### config.mk
export PLATFORM = sky130hd
export DESIGN_NAME = bitlogic_unit
export DESIGN_NICKNAME = d
export VERILOG_FILES = /design/src/rtl/bitlogic_pkg.sv /design/src/rtl/bitlogic_decode.sv /design/src/rtl/bitlogic_stack.sv /design/src/rtl/bitlogic_exec.sv /design/src/rtl/bitlogic_unit.sv
export SDC_FILE = /design/constraint.sdc
export NUM_CORES = 1
export LEC_CHECK = 0
export ABC_AREA = 1
export BUFFER_PORTS_ARGS = -buffer_cell sky130_fd_sc_hd__buf_4
export CORE_MARGIN = 3
export CORE_UTILIZATION = 61
export CTS_CLUSTER_SIZE = 25
export DETAILED_ROUTE_END_ITERATION = 10
export GPL_TIMING_DRIVEN = 0
export PLACE_DENSITY = 0.8
export SLEW_MARGIN = 20
export SYNTH_ARGS = -nofsm -noshare
export SYNTH_HDL_FRONTEND = slang
export SYNTH_SLANG_ARGS = --single-unit
### constraint.sdc
create_clock -name clk -period 2.4 [get_ports clk]
set_input_delay 0 -clock clk [delete_from_list [all_inputs] [get_ports clk]]
set_output_delay 0 -clock clk [all_outputs]
set_load 0.03 [all_outputs]
### src/rtl/bitlogic_pkg.sv
// Package: opcode encoding, link kinds, stack frame and decoded control
// word shared by the logic unit and its submodules.
// Assumes: 5-bit opcode field; undefined codes decode to no operation.
package bitlogic_pkg;

    localparam int OPC_W = 5;

    typedef enum logic [OPC_W-1:0] {
        OP_NOP     = 5'd0,
        OP_A       = 5'd1,
        OP_AN      = 5'd2,
        OP_O       = 5'd3,
        OP_ON      = 5'd4,
        OP_X       = 5'd5,
        OP_XN      = 5'd6,
        OP_AOPEN   = 5'd7,
        OP_ANOPEN  = 5'd8,
        OP_OOPEN   = 5'd9,
        OP_ONOPEN  = 5'd10,
        OP_XOPEN   = 5'd11,
        OP_XNOPEN  = 5'd12,
        OP_CLOSE   = 5'd13,
        OP_ORSEP   = 5'd14,
        OP_NOT     = 5'd15,
        OP_SET     = 5'd16,
        OP_CLR     = 5'd17,
        OP_ASSIGN  = 5'd18,
        OP_SETBIT  = 5'd19,
        OP_RSTBIT  = 5'd20
    } op_e;

    typedef enum logic [1:0] {
        LK_AND = 2'd0,
        LK_OR  = 2'd1,
        LK_XOR = 2'd2
    } link_e;

    typedef struct packed {
        logic  neg;
        link_e kind;
    } link_t;

    typedef struct packed {
        logic  rlo;
        logic  orp;
        logic  first;
        link_t link;
    } frame_t;

    localparam int FRAME_W = $bits(frame_t);

    typedef struct packed {
        logic  scan;
        logic  invert;
        link_e kind;
        logic  open;
        logic  close;
        logic  orsep;
        logic  negate;
        logic  force_one;
        logic  force_zero;
        logic  c_assign;
        logic  c_set;
        logic  c_reset;
    } ctl_t;

    // Combine two bits according to a link kind.
    function automatic logic link_apply(link_e k, logic a, logic b);
        case (k)
            LK_AND:  return a & b;
            LK_OR:   return a | b;
            default: return a ^ b;
        endcase
    endfunction

endpackage

### src/rtl/bitlogic_decode.sv
// Decoder: turns the raw opcode into a one-hot-ish control word.
// Assumes: scan and opening codes are laid out in AND/OR/XOR pairs with the
// inverted form on the even code, so link and inversion come from arithmetic.
module bitlogic_decode
    import bitlogic_pkg::*;
(
    input  logic [OPC_W-1:0] op_i,
    output ctl_t             ctl_o
);

    logic [2:0] scan_idx;
    logic [2:0] open_idx;

    // Offsets of the opcode inside the scan and opening groups.
    always_comb begin
        scan_idx = 3'(op_i - 5'd1);
        open_idx = 3'(op_i - 5'd7);
    end

    // Map each opcode onto its control fields.
    always_comb begin
        ctl_o = '0;
        if (op_i >= OP_A && op_i <= OP_XN) begin
            ctl_o.scan   = 1'b1;
            ctl_o.invert = scan_idx[0];
            ctl_o.kind   = link_e'(scan_idx[2:1]);
        end else if (op_i >= OP_AOPEN && op_i <= OP_XNOPEN) begin
            ctl_o.open   = 1'b1;
            ctl_o.invert = open_idx[0];
            ctl_o.kind   = link_e'(open_idx[2:1]);
        end else begin
            case (op_i)
                OP_CLOSE:  ctl_o.close      = 1'b1;
                OP_ORSEP:  ctl_o.orsep      = 1'b1;
                OP_NOT:    ctl_o.negate     = 1'b1;
                OP_SET:    ctl_o.force_one  = 1'b1;
                OP_CLR:    ctl_o.force_zero = 1'b1;
                OP_ASSIGN: ctl_o.c_assign   = 1'b1;
                OP_SETBIT: ctl_o.c_set      = 1'b1;
                OP_RSTBIT: ctl_o.c_reset    = 1'b1;
                default:   ctl_o            = '0;
            endcase
        end
    end

endmodule

### src/rtl/bitlogic_stack.sv
// Parenthesis stack: DEPTH register slots with a level counter.
// Assumes: the caller never pushes and pops in the same cycle; a push when
// full or a pop when empty is dropped here as well as upstream.
module bitlogic_stack #(
    parameter int DEPTH = 7,
    parameter int W     = 6,
    localparam int LW   = $clog2(DEPTH + 1)
) (
    input  logic          clk,
    input  logic          rst_n,
    input  logic          push_i,
    input  logic          pop_i,
    input  logic [W-1:0]  push_data_i,
    output logic [W-1:0]  top_o,
    output logic [LW-1:0] level_o,
    output logic          full_o,
    output logic          empty_o
);

    logic [LW-1:0] level_q;
    logic [W-1:0]  slot_w [DEPTH];
    logic          do_push;
    logic          do_pop;

    assign full_o  = (level_q == LW'(DEPTH));
    assign empty_o = (level_q == '0);
    assign do_push = push_i && !full_o;
    assign do_pop  = pop_i && !empty_o && !push_i;
    assign level_o = level_q;

    for (genvar i = 0; i < DEPTH; i++) begin : g_slot
        logic [W-1:0] slot_q;

        // Capture the pushed frame when this slot is the next free one.
        always_ff @(posedge clk) begin
            if (!rst_n)
                slot_q <= '0;
            else if (do_push && level_q == LW'(i))
                slot_q <= push_data_i;
        end

        assign slot_w[i] = slot_q;
    end

    // Track how many slots hold a saved frame.
    always_ff @(posedge clk) begin
        if (!rst_n)
            level_q <= '0;
        else if (do_push)
            level_q <= level_q + 1'b1;
        else if (do_pop)
            level_q <= level_q - 1'b1;
    end

    // Select the most recently pushed frame.
    always_comb begin
        top_o = '0;
        for (int i = 0; i < DEPTH; i++) begin
            if (level_q == LW'(i + 1))
                top_o = slot_w[i];
        end
    end

endmodule

### src/rtl/bitlogic_exec.sv
// Execution core: holds the result, pending-OR, first-scan and error bits,
// works out their next values from the decoded control word, and drives
// the registered write strobe of conditional operations.
// Assumes: at most one control field is set per cycle; the stack reports
// full/empty for the current level.
module bitlogic_exec
    import bitlogic_pkg::*;
(
    input  logic   clk,
    input  logic   rst_n,
    input  ctl_t   ctl_i,
    input  logic   operand_i,
    input  frame_t top_i,
    input  logic   full_i,
    input  logic   empty_i,
    output logic   push_o,
    output logic   pop_o,
    output frame_t frame_o,
    output logic   rlo_o,
    output logic   first_o,
    output logic   err_o,
    output logic   wr_en_o,
    output logic   wr_data_o
);

    logic rlo_q, orp_q, first_q, err_q, wen_q, wdat_q;
    logic rlo_d, orp_d, first_d, err_d, wen_d, wdat_d;
    logic eff;
    logic scan_bit;
    logic inner;

    assign eff      = rlo_q | orp_q;
    assign scan_bit = operand_i ^ ctl_i.invert;
    assign inner    = eff ^ top_i.link.neg;

    // Frame saved by an opening parenthesis.
    always_comb begin
        frame_o.rlo       = rlo_q;
        frame_o.orp       = orp_q;
        frame_o.first     = first_q;
        frame_o.link.neg  = ctl_i.invert;
        frame_o.link.kind = ctl_i.kind;
    end

    // Next-state selection per instruction class.
    always_comb begin
        rlo_d   = rlo_q;
        orp_d   = orp_q;
        first_d = first_q;
        err_d   = err_q;
        wen_d   = 1'b0;
        wdat_d  = 1'b0;
        push_o  = 1'b0;
        pop_o   = 1'b0;
        if (ctl_i.scan) begin
            rlo_d   = first_q ? scan_bit : link_apply(ctl_i.kind, rlo_q, scan_bit);
            first_d = 1'b0;
        end else if (ctl_i.open) begin
            if (full_i) begin
                err_d = 1'b1;
            end else begin
                push_o  = 1'b1;
                first_d = 1'b1;
                orp_d   = 1'b0;
            end
        end else if (ctl_i.close) begin
            if (empty_i) begin
                err_d = 1'b1;
            end else begin
                pop_o   = 1'b1;
                rlo_d   = top_i.first ? inner
                                      : link_apply(top_i.link.kind, top_i.rlo, inner);
                orp_d   = top_i.orp;
                first_d = 1'b0;
            end
        end else if (ctl_i.orsep) begin
            orp_d   = eff;
            first_d = 1'b1;
        end else if (ctl_i.negate) begin
            rlo_d = ~eff;
            orp_d = 1'b0;
        end else if (ctl_i.force_one || ctl_i.force_zero) begin
            rlo_d   = ctl_i.force_one;
            orp_d   = 1'b0;
            first_d = 1'b1;
        end else if (ctl_i.c_assign || ctl_i.c_set || ctl_i.c_reset) begin
            rlo_d   = eff;
            orp_d   = 1'b0;
            first_d = 1'b1;
            wen_d   = ctl_i.c_assign | eff;
            wdat_d  = ctl_i.c_reset ? 1'b0 : eff;
        end
    end

    // State and output registers with synchronous active-low reset.
    always_ff @(posedge clk) begin
        if (!rst_n) begin
            rlo_q   <= 1'b0;
            orp_q   <= 1'b0;
            first_q <= 1'b1;
            err_q   <= 1'b0;
            wen_q   <= 1'b0;
            wdat_q  <= 1'b0;
        end else begin
            rlo_q   <= rlo_d;
            orp_q   <= orp_d;
            first_q <= first_d;
            err_q   <= err_d;
            wen_q   <= wen_d;
            wdat_q  <= wdat_d;
        end
    end

    assign rlo_o     = eff;
    assign first_o   = first_q;
    assign err_o     = err_q;
    assign wr_en_o   = wen_q;
    assign wr_data_o = wdat_q;

endmodule

### src/rtl/bitlogic_unit.sv
// Top level: boolean logic instruction unit. Decodes one opcode per cycle,
// runs it against the operand bit and drives the conditional write port.
// Assumes: operand_i is already the value of the addressed bit in the cycle
// the opcode is presented; all outputs are valid one cycle later.
module bitlogic_unit
    import bitlogic_pkg::*;
#(
    parameter int NEST_DEPTH = 7,
    localparam int DW        = $clog2(NEST_DEPTH + 1)
) (
    input  logic             clk,
    input  logic             rst_n,
    input  logic [OPC_W-1:0] instr_op,
    input  logic             operand_i,
    output logic             rlo_o,
    output logic             first_o,
    output logic [DW-1:0]    depth_o,
    output logic             err_o,
    output logic             wr_en_o,
    output logic             wr_data_o
);

    ctl_t   ctl;
    frame_t push_frame;
    frame_t top_frame;
    logic   [FRAME_W-1:0] top_bits;
    logic   push, pop, full, empty;

    assign top_frame = frame_t'(top_bits);

    bitlogic_decode u_dec (
        .op_i  (instr_op),
        .ctl_o (ctl)
    );

    bitlogic_stack #(
        .DEPTH (NEST_DEPTH),
        .W     (FRAME_W)
    ) u_stk (
        .clk         (clk),
        .rst_n       (rst_n),
        .push_i      (push),
        .pop_i       (pop),
        .push_data_i (push_frame),
        .top_o       (top_bits),
        .level_o     (depth_o),
        .full_o      (full),
        .empty_o     (empty)
    );

    bitlogic_exec u_exe (
        .clk       (clk),
        .rst_n     (rst_n),
        .ctl_i     (ctl),
        .operand_i (operand_i),
        .top_i     (top_frame),
        .full_i    (full),
        .empty_i   (empty),
        .push_o    (push),
        .pop_o     (pop),
        .frame_o   (push_frame),
        .rlo_o     (rlo_o),
        .first_o   (first_o),
        .err_o     (err_o),
        .wr_en_o   (wr_en_o),
        .wr_data_o (wr_data_o)
    );

endmodule

==> impl_metrics.ini <==
[outcome]
status = completed

[job]
max_cap_viol_count = 0

[yosys]
ys.warnings.count = 0
yosysTopAreaCell = dfxtp_1
yosys.cell_count.top_type = nand2_1
syn_inst = 447
syn_nets = 470
ys_types = 31
yosys-top-cells-area = dfxtp_1 33%, nand2_1 11%, a21oi_1 9.7%, inv_1 7.6%, ha_1 6.2%
ys_ff_latch = 51
syn_area_per_cell_um2 = 6.83
synth_async_sr_flop_share = 0
synth_edf_count = 0
synthFlopType = dfxtp_1
synth_commonest_cells = 88 x nand2_1, 62 x inv_1, 59 x a21oi_1
synth_seq_area_share = 0.335
synth_top_area_frac = 0.335
netlist_area_mm2 = 0.00305

[global_route]
grt.overflow.total = 0
grt_first_pass_wirelength_um = 12600
track_usage = 0.265
grt_max_degree = 16
grt_pass1_vias = 2721
antenna_found_initial = 0

[timing]
whs_ns = 0.0165
fin_ws_ns = 0.151
fin_crit_sh = 0.937
setup_viol = 0
finalClockSkew_ns = 0.00553
report.final.slew_viol_count = 0
fmaxAchievable_ghz = 0.445
hold_viol = 0
layout_min_cycle_time_ns = 2.25
tightest_slew_ns = 0.624
slew-limit-headroom = 0.584

[min_path]
hp-class = in2reg
hold-path-cell-count = 3
hp-start = instr_op[4]
hold_end = u_exe.wr_en_o$_SDFF_PP0_

[die]
die_h_um = 76.7
row_count = 25
core_mm2 = 0.00479
die_w_um = 76.7
start_util = 0.638
ioPinCount = 16
die_area_mm2 = 0.00589

[route]
dr.pass1.iters = 5
wl_per_cell_um = 14.0
wirelength_um = 7610
avgViaCountPerCell = 5.39
ant_nets = 0
vias = 2934
drc = 0
drt_iter0_markers = 236

[worst_setup_path]
start_kind = flip-flop
r2r_end = u_exe.rlo_q$_SDFFE_PN0P_
r2r-start = u_stk.level_o[0]$_SDFFE_PN0P_
required_ns = 2.59
worstPathMaxFanout = 7
cp-end-kind = flip-flop
r2r_slack_ns = 0.15
path_class = reg2reg
cp.arrival_ns = 2.44
ff2ff_path_depth = 20

[clock_tree]
cts_buffers = 5
h-tree-depth = 2
cts_tree = yes
clkSinkCount = 51
clk_pin_slew_ns = 0.09
cts_buffer_depth = 2
cts_root_buf = clkbuf_8
clk_latency_ns = 0.30

[placed_design]
place_ws_ns = -0.160
gp_congestion = 0.914
dp_hpwl_um = 5280
io_buffers = 13

[pwr]
cellLeakagePower_uw = 0.00167
peakVddDrop_uv = 493
powerDensity_mw_per_mm2 = 549

[layout]
antenna-diode-count = 0
nets = 499
utilization = 0.735
syn_to_final_growth_pct = 15.3
drive_gt1_frac = 0.182
==> routing by layer <==
layer | global-route usage | up-vias | wire [um]
met5 | 0 | - | 0
met4 | 0.105 | 0 | 224
met3 | 0.0364 | 24 | 473
met2 | 0.430 | 106 | 3540
met1 | 0.356 | 1308 | 3370
li1 | - | 1496 | -
==> worst max path at each step <==
stage,endpoint,from
after floorplan,u_exe.rlo_q$_SDFFE_PN0P_,u_stk.level_o[2]$_SDFFE_PN0P_
after global placement,u_exe.rlo_q$_SDFFE_PN0P_,u_stk.level_o[2]$_SDFFE_PN0P_
after detailed placement,u_exe.rlo_q$_SDFFE_PN0P_,u_stk.level_o[2]$_SDFFE_PN0P_
after CTS,u_exe.rlo_q$_SDFFE_PN0P_,u_stk.level_o[0]$_SDFFE_PN0P_
after global routing,u_exe.rlo_q$_SDFFE_PN0P_,u_stk.level_o[0]$_SDFFE_PN0P_
final,u_exe.rlo_q$_SDFFE_PN0P_,u_stk.level_o[0]$_SDFFE_PN0P_
==> cell usage in the layout (no fill, tap or decap), types with 3 or more instances in the layout <==
master and n:
o21ai_1 24, inv_2 11, inv_1 56, nand4_1 4, clkbuf_8 7, nor2_1 31
buf_4 23, nor2_2 3, clkbuf_1 4, ha_1 11, nand2_2 8, dfxtp_1 48
nand2_4 3, inv_4 3, nor2_8 6, nand3_1 29, nand2_1 84, buf_6 3
o211ai_1 4, o21ai_0 26, a21oi_1 57, nor3_1 3
==> metrics by stage <==
step                      cells  TNS (ns)  total power (uW)  instance area (um^2)
after detailed placement    527    -0.160              1330                  3240
after CTS                   536         0              1870                  3360
after floorplan             447         0              1220                  3050
final                       544         0              1930                  3520
after global placement      527    -0.118              1320                  3240
after global routing        544   -0.0399              2020                  3520
==> registers in the layout, indices dropped and copies added, names as in the netlist <==
register / cells
u_stk.g_slot.slot_q: 42
u_stk.level_o: 3
u_exe.err_o: 1
u_exe.first_o: 1
u_exe.orp_q: 1
u_exe.rlo_q: 1
u_exe.wr_data_o: 1
u_exe.wr_en_o: 1
==> kinds of logic after synthesis <==
group / after synthesis / synth area share
AOI/OAI and AO/OA: 115 / 0.193
xor gates and xnor gates: 3 / 0.00861
adders and majority gates: 15 / 0.0615
buffers and inverters: 85 / 0.114
DFF: 51 / 0.335
and+or+nand+nor: 178 / 0.288
==> report_power, final <==
part	total, uW	switching [uW]	internal, uW	leakage, uW
Clock	554	291	263	0.0000505
Sequential	902	23.2	879	0.000415
Combinational	474	310	164	0.00120
==> cell type report <==
cell class | count | area (um^2)
fillers | 410 | 1270
flip-flops and latches | 51 | 1030
inverters | 73 | 293
multi-input cells | 311 | 1750
repair buffers | 22 | 165
clock inverters | 1 | 7.51
clock buffers | 7 | 96.3
plain buffers | 12 | 88.8
well taps | 67 | 83.8
==> repair_timing <==
action	CTS	global route
setup buffers	1	8
gates cloned	0	0
endpoints found under the setup margin	1	1
gates resized for setup	5	31
pin swaps	0	5
hold buffers	0	0
==> critical path, cell delays in order (launching register included) <==
cell     delay [ns]
dfxtp_4        0.38
inv_2          0.05
ha_1           0.21
buf_6          0.15
nand3_1        0.08
nand2_1        0.05
inv_1          0.06
nand2_1        0.07
nand2_1        0.08
nand2_2        0.06
nand2_2        0.06
nand2_2        0.06
nand2_1        0.06
nand2_1        0.05
nand2_2        0.09
inv_1          0.04
ha_1           0.26
a21oi_1        0.12
nand2_1        0.06
nand2_1        0.06
a21oi_1        0.06
Note: power is estimated with default switching activity, not from simulation.
